--- src/rtl/sp_pkg.sv ---
package sp_pkg;

   typedef enum logic [1:0] {
      SP_OP_NONE = 2'd0,
      SP_OP_PUSH = 2'd1,
      SP_OP_POP  = 2'd2
   } sp_op_e;

   localparam int unsigned SP_STEP_BYTES = 2;

endpackage

--- src/rtl/sp_limit_reg.sv ---
module sp_limit_reg #(
   parameter int unsigned AW = 16
) (
   input  logic          clk,
   input  logic          rst_n,
   input  logic          we_i,
   input  logic [AW-1:0] data_i,
   output logic [AW-1:0] lim_o,
   output logic          valid_o
);

   logic [AW-1:0] lim_q;
   logic          valid_q;
   logic [AW-1:0] lim_aligned;

   assign lim_aligned = {data_i[AW-1:1], 1'b0};

   // Limit storage carries no reset value; the valid flag guards its use.
   always_ff @(posedge clk) begin
      if (we_i) begin
         lim_q <= lim_aligned;
      end
   end

   always_ff @(posedge clk) begin
      if (!rst_n) begin
         valid_q <= 1'b0;
      end else if (we_i) begin
         valid_q <= 1'b1;
      end
   end

   // Write-first view: a same-cycle write is what the operation sees.
   assign lim_o   = we_i ? lim_aligned : lim_q;
   assign valid_o = we_i | valid_q;

endmodule

--- src/rtl/sp_trap_check.sv ---
module sp_trap_check
   import sp_pkg::*;
#(
   parameter int unsigned AW       = 16,
   parameter int unsigned SP_FLOOR = 16'h0800
) (
   input  sp_op_e        op_i,
   input  logic [AW-1:0] sp_i,
   input  logic [AW-1:0] lim_i,
   input  logic          lim_valid_i,
   output logic          ovf_o,
   output logic          unf_o
);

   localparam logic [AW:0] FLOOR_PLUS_STEP = (AW+1)'(SP_FLOOR + SP_STEP_BYTES);

   logic below_floor;

   generate
      if (SP_FLOOR == 0) begin : g_no_floor
         assign below_floor = (sp_i < AW'(SP_STEP_BYTES));
      end else begin : g_floor
         assign below_floor = ({1'b0, sp_i} < FLOOR_PLUS_STEP);
      end
   endgenerate

   assign ovf_o = (op_i == SP_OP_PUSH) && lim_valid_i && (sp_i > lim_i);
   assign unf_o = (op_i == SP_OP_POP) && below_floor;

endmodule

--- src/rtl/sp_frame_fmt.sv ---
module sp_frame_fmt #(
   parameter int unsigned AW   = 16,
   parameter int unsigned PC_W = 23,
   parameter int unsigned ST_W = 8
) (
   input  logic [PC_W-1:0] pc_i,
   input  logic [ST_W-1:0] status_i,
   input  logic            exc_i,
   output logic [AW-1:0]   lo_o,
   output logic [AW-1:0]   hi_o
);

   localparam int unsigned HI_PC_W = PC_W - AW;
   localparam int unsigned GAP_W   = AW - HI_PC_W - ST_W;

   assign lo_o = pc_i[AW-1:0];

   generate
      if (ST_W == 0) begin : g_no_status
         assign hi_o = {{(AW-HI_PC_W){1'b0}}, pc_i[PC_W-1:AW]};
      end else if (GAP_W == 0) begin : g_status_tight
         assign hi_o = {(exc_i ? status_i : {ST_W{1'b0}}), pc_i[PC_W-1:AW]};
      end else begin : g_status_gap
         assign hi_o = {(exc_i ? status_i : {ST_W{1'b0}}),
                        {GAP_W{1'b0}}, pc_i[PC_W-1:AW]};
      end
   endgenerate

endmodule

--- src/rtl/sp_stack_unit.sv ---
module sp_stack_unit
   import sp_pkg::*;
#(
   parameter int unsigned AW       = 16,
   parameter int unsigned PC_W     = 23,
   parameter int unsigned ST_W     = 8,
   parameter int unsigned SP_RESET = 16'h0800,
   parameter int unsigned SP_FLOOR = 16'h0800
) (
   input  logic            clk,
   input  logic            rst_n,
   input  logic            push_i,
   input  logic            pop_i,
   input  logic            call_i,
   input  logic            exc_i,
   input  logic [AW-1:0]   push_data_i,
   input  logic [PC_W-1:0] ret_pc_i,
   input  logic [ST_W-1:0] status_i,
   input  logic            lim_we_i,
   input  logic [AW-1:0]   lim_data_i,
   output logic            busy_o,
   output logic [AW-1:0]   ram_addr_o,
   output logic [AW-1:0]   ram_wdata_o,
   output logic            ram_we_o,
   output logic            ram_re_o,
   output logic            ovf_trap_o,
   output logic            unf_trap_o
);

   localparam logic [AW-1:0] STEP     = AW'(SP_STEP_BYTES);
   localparam logic [AW-1:0] SP_INIT  = AW'(SP_RESET);

   generate
      if (PC_W <= AW || PC_W > 2*AW) begin : g_bad_pc
         $error("sp_stack_unit: PC_W must fit in two words and exceed one");
      end
      if ((PC_W - AW) + ST_W > AW) begin : g_bad_status
         $error("sp_stack_unit: status and upper PC bits exceed one word");
      end
      if ((SP_RESET % 2) != 0 || (SP_FLOOR % 2) != 0) begin : g_bad_align
         $error("sp_stack_unit: reset pointer and floor must be word-aligned");
      end
      if (SP_RESET < SP_FLOOR) begin : g_bad_reset
         $error("sp_stack_unit: reset pointer lies below the floor");
      end
   endgenerate

   logic [AW-1:0] sp_q;
   logic          pend_q;
   logic [AW-1:0] hi_q;

   logic [AW-1:0] lim_eff;
   logic          lim_valid;
   logic [AW-1:0] frame_lo;
   logic [AW-1:0] frame_hi;
   logic          ovf;
   logic          unf;

   sp_op_e        op;
   logic [AW-1:0] wdata;
   logic          frame_start;

   sp_limit_reg #(.AW(AW)) u_limit (
      .clk     (clk),
      .rst_n   (rst_n),
      .we_i    (lim_we_i),
      .data_i  (lim_data_i),
      .lim_o   (lim_eff),
      .valid_o (lim_valid)
   );

   sp_frame_fmt #(.AW(AW), .PC_W(PC_W), .ST_W(ST_W)) u_frame (
      .pc_i     (ret_pc_i),
      .status_i (status_i),
      .exc_i    (exc_i),
      .lo_o     (frame_lo),
      .hi_o     (frame_hi)
   );

   sp_trap_check #(.AW(AW), .SP_FLOOR(SP_FLOOR)) u_trap (
      .op_i        (op),
      .sp_i        (sp_q),
      .lim_i       (lim_eff),
      .lim_valid_i (lim_valid),
      .ovf_o       (ovf),
      .unf_o       (unf)
   );

   // Request arbitration: pending second word, then exception, call, push, pop.
   always_comb begin
      op          = SP_OP_NONE;
      wdata       = '0;
      frame_start = 1'b0;
      if (pend_q) begin
         op    = SP_OP_PUSH;
         wdata = hi_q;
      end else if (exc_i || call_i) begin
         op          = SP_OP_PUSH;
         wdata       = frame_lo;
         frame_start = 1'b1;
      end else if (push_i) begin
         op    = SP_OP_PUSH;
         wdata = push_data_i;
      end else if (pop_i) begin
         op = SP_OP_POP;
      end
   end

   always_ff @(posedge clk) begin
      if (!rst_n) begin
         sp_q        <= SP_INIT;
         pend_q      <= 1'b0;
         hi_q        <= '0;
         ram_addr_o  <= '0;
         ram_wdata_o <= '0;
         ram_we_o    <= 1'b0;
         ram_re_o    <= 1'b0;
         ovf_trap_o  <= 1'b0;
         unf_trap_o  <= 1'b0;
      end else begin
         ram_we_o    <= 1'b0;
         ram_re_o    <= 1'b0;
         ram_wdata_o <= '0;
         ovf_trap_o  <= ovf;
         unf_trap_o  <= unf;
         pend_q      <= frame_start && !ovf;
         if (frame_start) begin
            hi_q <= frame_hi;
         end
         if (op == SP_OP_PUSH && !ovf) begin
            ram_we_o    <= 1'b1;
            ram_addr_o  <= sp_q;
            ram_wdata_o <= wdata;
            sp_q        <= sp_q + STEP;
         end else if (op == SP_OP_POP && !unf) begin
            ram_re_o   <= 1'b1;
            ram_addr_o <= sp_q - STEP;
            sp_q       <= sp_q - STEP;
         end
      end
   end

   assign busy_o = pend_q;

endmodule

--- config.mk ---
export PLATFORM = sky130hd
export DESIGN_NAME = sp_stack_unit
export DESIGN_NICKNAME = d
export VERILOG_FILES = /design/src/rtl/sp_pkg.sv /design/src/rtl/sp_limit_reg.sv /design/src/rtl/sp_trap_check.sv /design/src/rtl/sp_frame_fmt.sv /design/src/rtl/sp_stack_unit.sv
export SDC_FILE = /design/constraint.sdc
export NUM_CORES = 1
export LEC_CHECK = 0
export BUFFER_PORTS_ARGS = -buffer_cell sky130_fd_sc_hd__buf_2
export CORE_ASPECT_RATIO = 0.75
export CORE_MARGIN = 4
export CORE_UTILIZATION = 40
export CTS_CLUSTER_SIZE = 20
export DETAILED_ROUTE_END_ITERATION = 10
export PLACE_DENSITY = 0.66
export SLEW_MARGIN = 30
export SYNTH_ARGS = -nofsm -noshare
export SYNTH_HDL_FRONTEND = slang
export SYNTH_SLANG_ARGS = --single-unit
--- constraint.sdc ---
create_clock -name clk -period 3.8 [get_ports clk]
set_input_delay 0.76 -clock clk [delete_from_list [all_inputs] [get_ports clk]]
set_output_delay 0.76 -clock clk [all_outputs]
set_load 0.01 [all_outputs]
# Word-level counts from Yosys, hierarchy flattened
# Index checks and enable logic that the tools add are counted.
# totals
romBits	0
latch_bits	0
ram_bits	0
out_inout_bits	37
mem_count	0
in_bits	70
reg_bits	85
wordCells	50
# classes
n_shift	0
muxes	16
div	0
eq_ne	2
multipliers	0
n_reduce_logical	13
magnitude_cmp	2
bitwise	3
addsub	2
# op_table
op	count
$mux W16	7
$add A16 B2 Y16 const B	1
$gt A16 B16 Y1	1
$lt A16 B12 Y1 const B	1
$sub A16 B2 Y16 const B	1
$mux W2	4
$mux W8	1
$logic_and A1 B1 Y1	6
$mux W1	4
$reduce_or A2 Y1	2
$eq A2 B1 Y1 const B	1
$eq A2 B2 Y1 const B	1
$logic_not A1 Y1	2
$not A1 Y1	2
$reduce_and A2 Y1	1
$reduce_bool A2 Y1	1
$logic_or A1 B1 Y1	1
$or A1 B1 Y1	1

# Depth between registers and ports, before layout
# depth
depth_word	12
depth_mapped	14
ltp_nobuf	11

# Cells and area by module
# Synthesis repeated with hierarchy kept, for this count alone.
# hier_totals
cells_unflattened	511
hier_area_um2	4564.4
# by_module_without_submodules
mod	instances	seq_area_each_um2	cells_each	area_each_um2
sp_stack_unit	1	1341.3	376	3283.1
sp_limit_reg	1	340.3	37	589.3
sp_trap_check	1	0.0	65	457.9
sp_frame_fmt	1	0.0	33	234.0

# Least setup slack after synthesis
# Ideal clock, no wire load.
# synth_path
kind	input -> register
start	in lim_we_i
end	reg sp_q[1]
required_ps	3678
stages	14
setup_ps	122
path_slack_ps	-54
path_buffers	3
t_arrival_ps	3732
cell_sequence	buf_2 buf_1 mux2i_1 ha_1 nand4_1 nor4_1 o21ai_0 a31o_2 nand2_1 inv_1 buf_1 ha_1 a311o_1 o311a_1
# synth_via
elab_chain_len	6
word_cells_on_any_way	9
cone_classes	order compare: 1; mux: 2; bitwise: 1; reduce/logical: 5
# synth_rtl
item	line_no	text
from (decl)	sp_stack_unit.sv:19	input logic lim_we_i,
$mux W16 or $or A1 B1 Y1 (tied branches)	sp_limit_reg.sv:34, sp_limit_reg.sv:35	
$gt A16 B16 Y1 or $logic_and A1 B1 Y1 (tied branches)	sp_trap_check.sv:27	assign ovf_o = (op_i == SP_OP_PUSH) && lim_valid_i && (sp_i > lim_i);
$logic_and A1 B1 Y1 (*)	sp_trap_check.sv:27	
$logic_not A1 Y1 (*)	sp_stack_unit.sv:130	if (op == SP_OP_PUSH && !ovf) begin
$logic_and A1 B1 Y1 (*)	sp_stack_unit.sv:130	
$mux W16 or $reduce_bool A2 Y1 (tied branches)	n/a	
to (signal assigned)	sp_stack_unit.sv:134	sp_q <= sp_q + STEP;
to (signal assigned)	sp_stack_unit.sv:138	sp_q <= sp_q - STEP;
to (decl)	sp_stack_unit.sv:48	logic [AW-1:0] sp_q;
# Every way passes the cells marked *; elsewhere a longest branch is shown, timed or not.
# A chain may end at the register's enable or synchronous reset.

# Worst setup path in the final report
# Same ends and word-level chain as after synthesis.

==> flow_metrics.tcl <==
set metrics [dict create \
    status "completed" \
    port-buffer-count 104 \
    crit_buf_inv 2 \
    async_reset_ff_share_pct 0 \
    synthTopCellsByArea "dfxtp_1, ha_1, nor2_1" \
    leakage_nw 2.318 \
    r2r-start "sp_q[2]$_SDFFE_PN0P_" \
    post_synth_num_cell_types 61 \
    cp.required_ns 4.02 \
    start_util_pct 41.58 \
    setup_tns_ns 0 \
    io_pins 107 \
    crit_path_frequent_cell "ha_1" \
    wirelength_um 12700 \
    synthAdderAreaFrac_pct 5.471 \
    synth_area_um2 4345 \
    synth_compound_area_share_pct 26.66 \
    drt_iter0_drc 481 \
    min_path_type "reg -> reg" \
    synth-edff-count 0 \
    postCtsResizedCells 0 \
    fmaxAchievable_ghz 0.3174 \
    vias 4394 \
    hpwl_um 9207 \
    synthSimpleGateAreaFrac_pct 18.57 \
    slew_headroom_pct 42.78 \
    cpMaxStageDelayCell "nor4_1" \
    fp.dieH_um 98.27 \
    r2r-end "sp_q[14]$_SDFFE_PN0P_" \
    yosysTopAreaCellShare_pct 38.24 \
    setup_viol 0 \
    muxShareOfSynthArea_pct 3.686 \
    ctsHoldBuffers 0 \
    clk_pin_slew_worst_paths_ns 0.06 \
    root_buffer "clkbuf_16" \
    avgRoutedWirePerCell_um 17.10 \
    drtPass1Iterations 5 \
    cts_tree "yes" \
    synth_top_family_by_area "compound AO/OA/AOI/OAI gates" \
    synth_ff_type "dfxtp_1" \
    worst-slew-pin-transition_ns 0.8550 \
    core_um2 10450 \
    yosys.area.top_type "dfxtp_1" \
    min_to "hi_q[3]$_SDFFE_PN0P_" \
    max-vdd-ir-drop_mv 0.1966 \
    grt.overflow.total 0 \
    post-route-period-util_pct 82.90 \
    htree_levels 3 \
    ys_warn_count 0 \
    rows 32 \
    antenna_left 0 \
    post_cts_buffers 0 \
    synth_common_cells "dfxtp_1, nor2_1, nand2_1" \
    finalHoldViolations 0 \
    fin_nets 691 \
    antenna_cells 0 \
    yosysSeqAreaShare_pct 38.24 \
    synth_most_common_cell "dfxtp_1" \
    synth-seq-cells 83 \
    path_delay_family "compound AO/OA/AOI/OAI gates" \
    path_cells "buf_2 -> mux2i_1 -> ha_1 -> nand4_1 -> nor4_1 -> o21ai_0 -> a31o_2 -> nand2_1 -> inv_1 -> ha_1 -> a311o_1 -> o311a_1" \
    die-area_um2 12610 \
    reg2reg_slack_ns 0.74 \
    critPathMaxFanout 12 \
    drc 0 \
    viasPerCell 5.914 \
    slowest_delay_ns 0.37 \
    clock_path_buffers 2 \
    drive_gt1_share_pct 25.04 \
    crit_path_start_kind "primary input" \
    clk_latency_ns 0.34 \
    fin_crit_ns 3.150 \
    place_inst 727 \
    rsz0062_at_grt "no" \
    crit_path_end_kind "register" \
    syn_nets 604 \
    antenna_found_initial 0 \
    path_class "in -> reg" \
    syn-instance-count 515 \
    place_congestion 0.9133 \
    r2r_cells 7 \
    p_per_area_nw_per_um2 471.5 \
    total_power_mw 2.495 \
    syn_avg_cell_area_um2 8.438 \
    grt_max_degree 40 \
    die_x_um 128.4 \
    crit_arrival_ns 3.37 \
    clock-skew-final_ns 0.006838 \
    grt_pass1_wl_um 20170 \
    hold_start "hi_q[3]$_SDFFE_PN0P_" \
    hold_depth 2 \
    synthXorXnorAreaFrac_pct 0.2016 \
    report.final.slew_viol_count 0 \
    grt_use_total_pct 19.68 \
    cts_made_buffers 9 \
    drv_cap 0 \
    area_growth_pct 21.77 \
    cts.sinks 83 \
    layout.cells.non_filler 743 \
    grt_pass1_vias 3999 \
]
==> worst max path at each step <==
stage | from | end | slack (ns) | cells after the start
finish | lim_we_i | sp_q[1]$_SDFFE_PN0P_ | 0.65 | 12
global route | lim_we_i | sp_q[1]$_SDFFE_PN0P_ | 0.39 | 12
detailed placement | lim_we_i | sp_q[1]$_SDFFE_PN0P_ | 0.27 | 12
global placement | lim_we_i | sp_q[1]$_SDFFE_PN0P_ | 0.35 | 12
floorplan | lim_we_i | sp_q[1]$_SDFFE_PN0P_ | 0.20 | 14
CTS | lim_we_i | sp_q[1]$_SDFFE_PN0P_ | 0.63 | 12
==> metal layers <==
metal,GRT usage [%],vias up,part of all wire (%)
met4,5.383,0,1.3
li1,-,2119,-
met5,0,-,0
met3,4.374,15,7.7
met2,28.73,179,43
met1,28.98,2081,48
==> registers in the layout (all words and copies together), names as in the netlist <==
signal	count
ovf_trap_o	1
sp_q	15
unf_trap_o	1
hi_q	15
ram_we_o	1
ram_addr_o	15
busy_o	1
u_limit.valid_q	1
ram_re_o	1
ram_wdata_o	16
u_limit.lim_q	16
==> cells in the final DEF (no fill, tap or decap), types with 15 or more instances in the layout <==
| master | count |
|---|---|
| mux2i_1 | 16 |
| ha_1 | 19 |
| nor2_1 | 54 |
| nand2_1 | 45 |
| buf_4 | 16 |
| a22oi_1 | 15 |
| dfxtp_1 | 83 |
| nand3_1 | 19 |
| buf_2 | 104 |
| a21oi_1 | 29 |
| a222oi_1 | 15 |
| inv_1 | 29 |
==> cell families after synthesis <==
family	after synthesis
buf+inv	74
mux	16
fa+ha+maj	19
other cells	1
compound gates	149
simple gates	172
flops	83
xor+xnor	1
==> per-stage QoR <==
step / instance area (um^2) / worst slack [ns] / hold slack (ns) / util [%]
final: 5291 / 0.6497 / 0.4607 / 50.63
after global routing: 5291 / 0.3915 / 0.4829 / 50.63
after CTS: 5291 / 0.6315 / 0.4614 / 50.63
after detailed placement: 4990 / 0.2706 / 0.4524 / 47.75
after global placement: 4990 / 0.3523 / 0.4432 / 47.75
after floorplan: 4347 / 0.1984 / 0.4270 / -
==> worst register-to-register path, cell delays in order, from the launching register on <==
cell     delay [ns]
dfxtp_1        0.30
buf_4          0.16
or4_1          0.67
o31a_4         0.45
o21ai_4        0.68
nor2_1         0.23
mux2i_1        0.17
a221o_1        0.30
==> cell type report <==
cell class | instances | area, um^2
Clock buffer | 10 | 239.0
Timing Repair Buffer | 121 | 660.6
Inverter | 29 | 108.9
Multi-Input combinational cell | 358 | 2389
Sequential cell | 83 | 1662
Clock inverter | 6 | 62.56
Tap cell | 136 | 170.2
Fill cell | 982 | 5159
==> where the power goes <==
| part | total (mW) | internal [mW] | leakage [nW] | switching (mW) |
|---|---|---|---|---|
| clock network | 0.880 | 0.527 | 0.153 | 0.353 |
| registers | 1.01 | 0.946 | 0.683 | 0.0632 |
| logic | 0.606 | 0.233 | 1.48 | 0.372 |
| total | 2.49 | 1.71 | 2.32 | 0.789 |
Power figures use the tool's default switching activity.
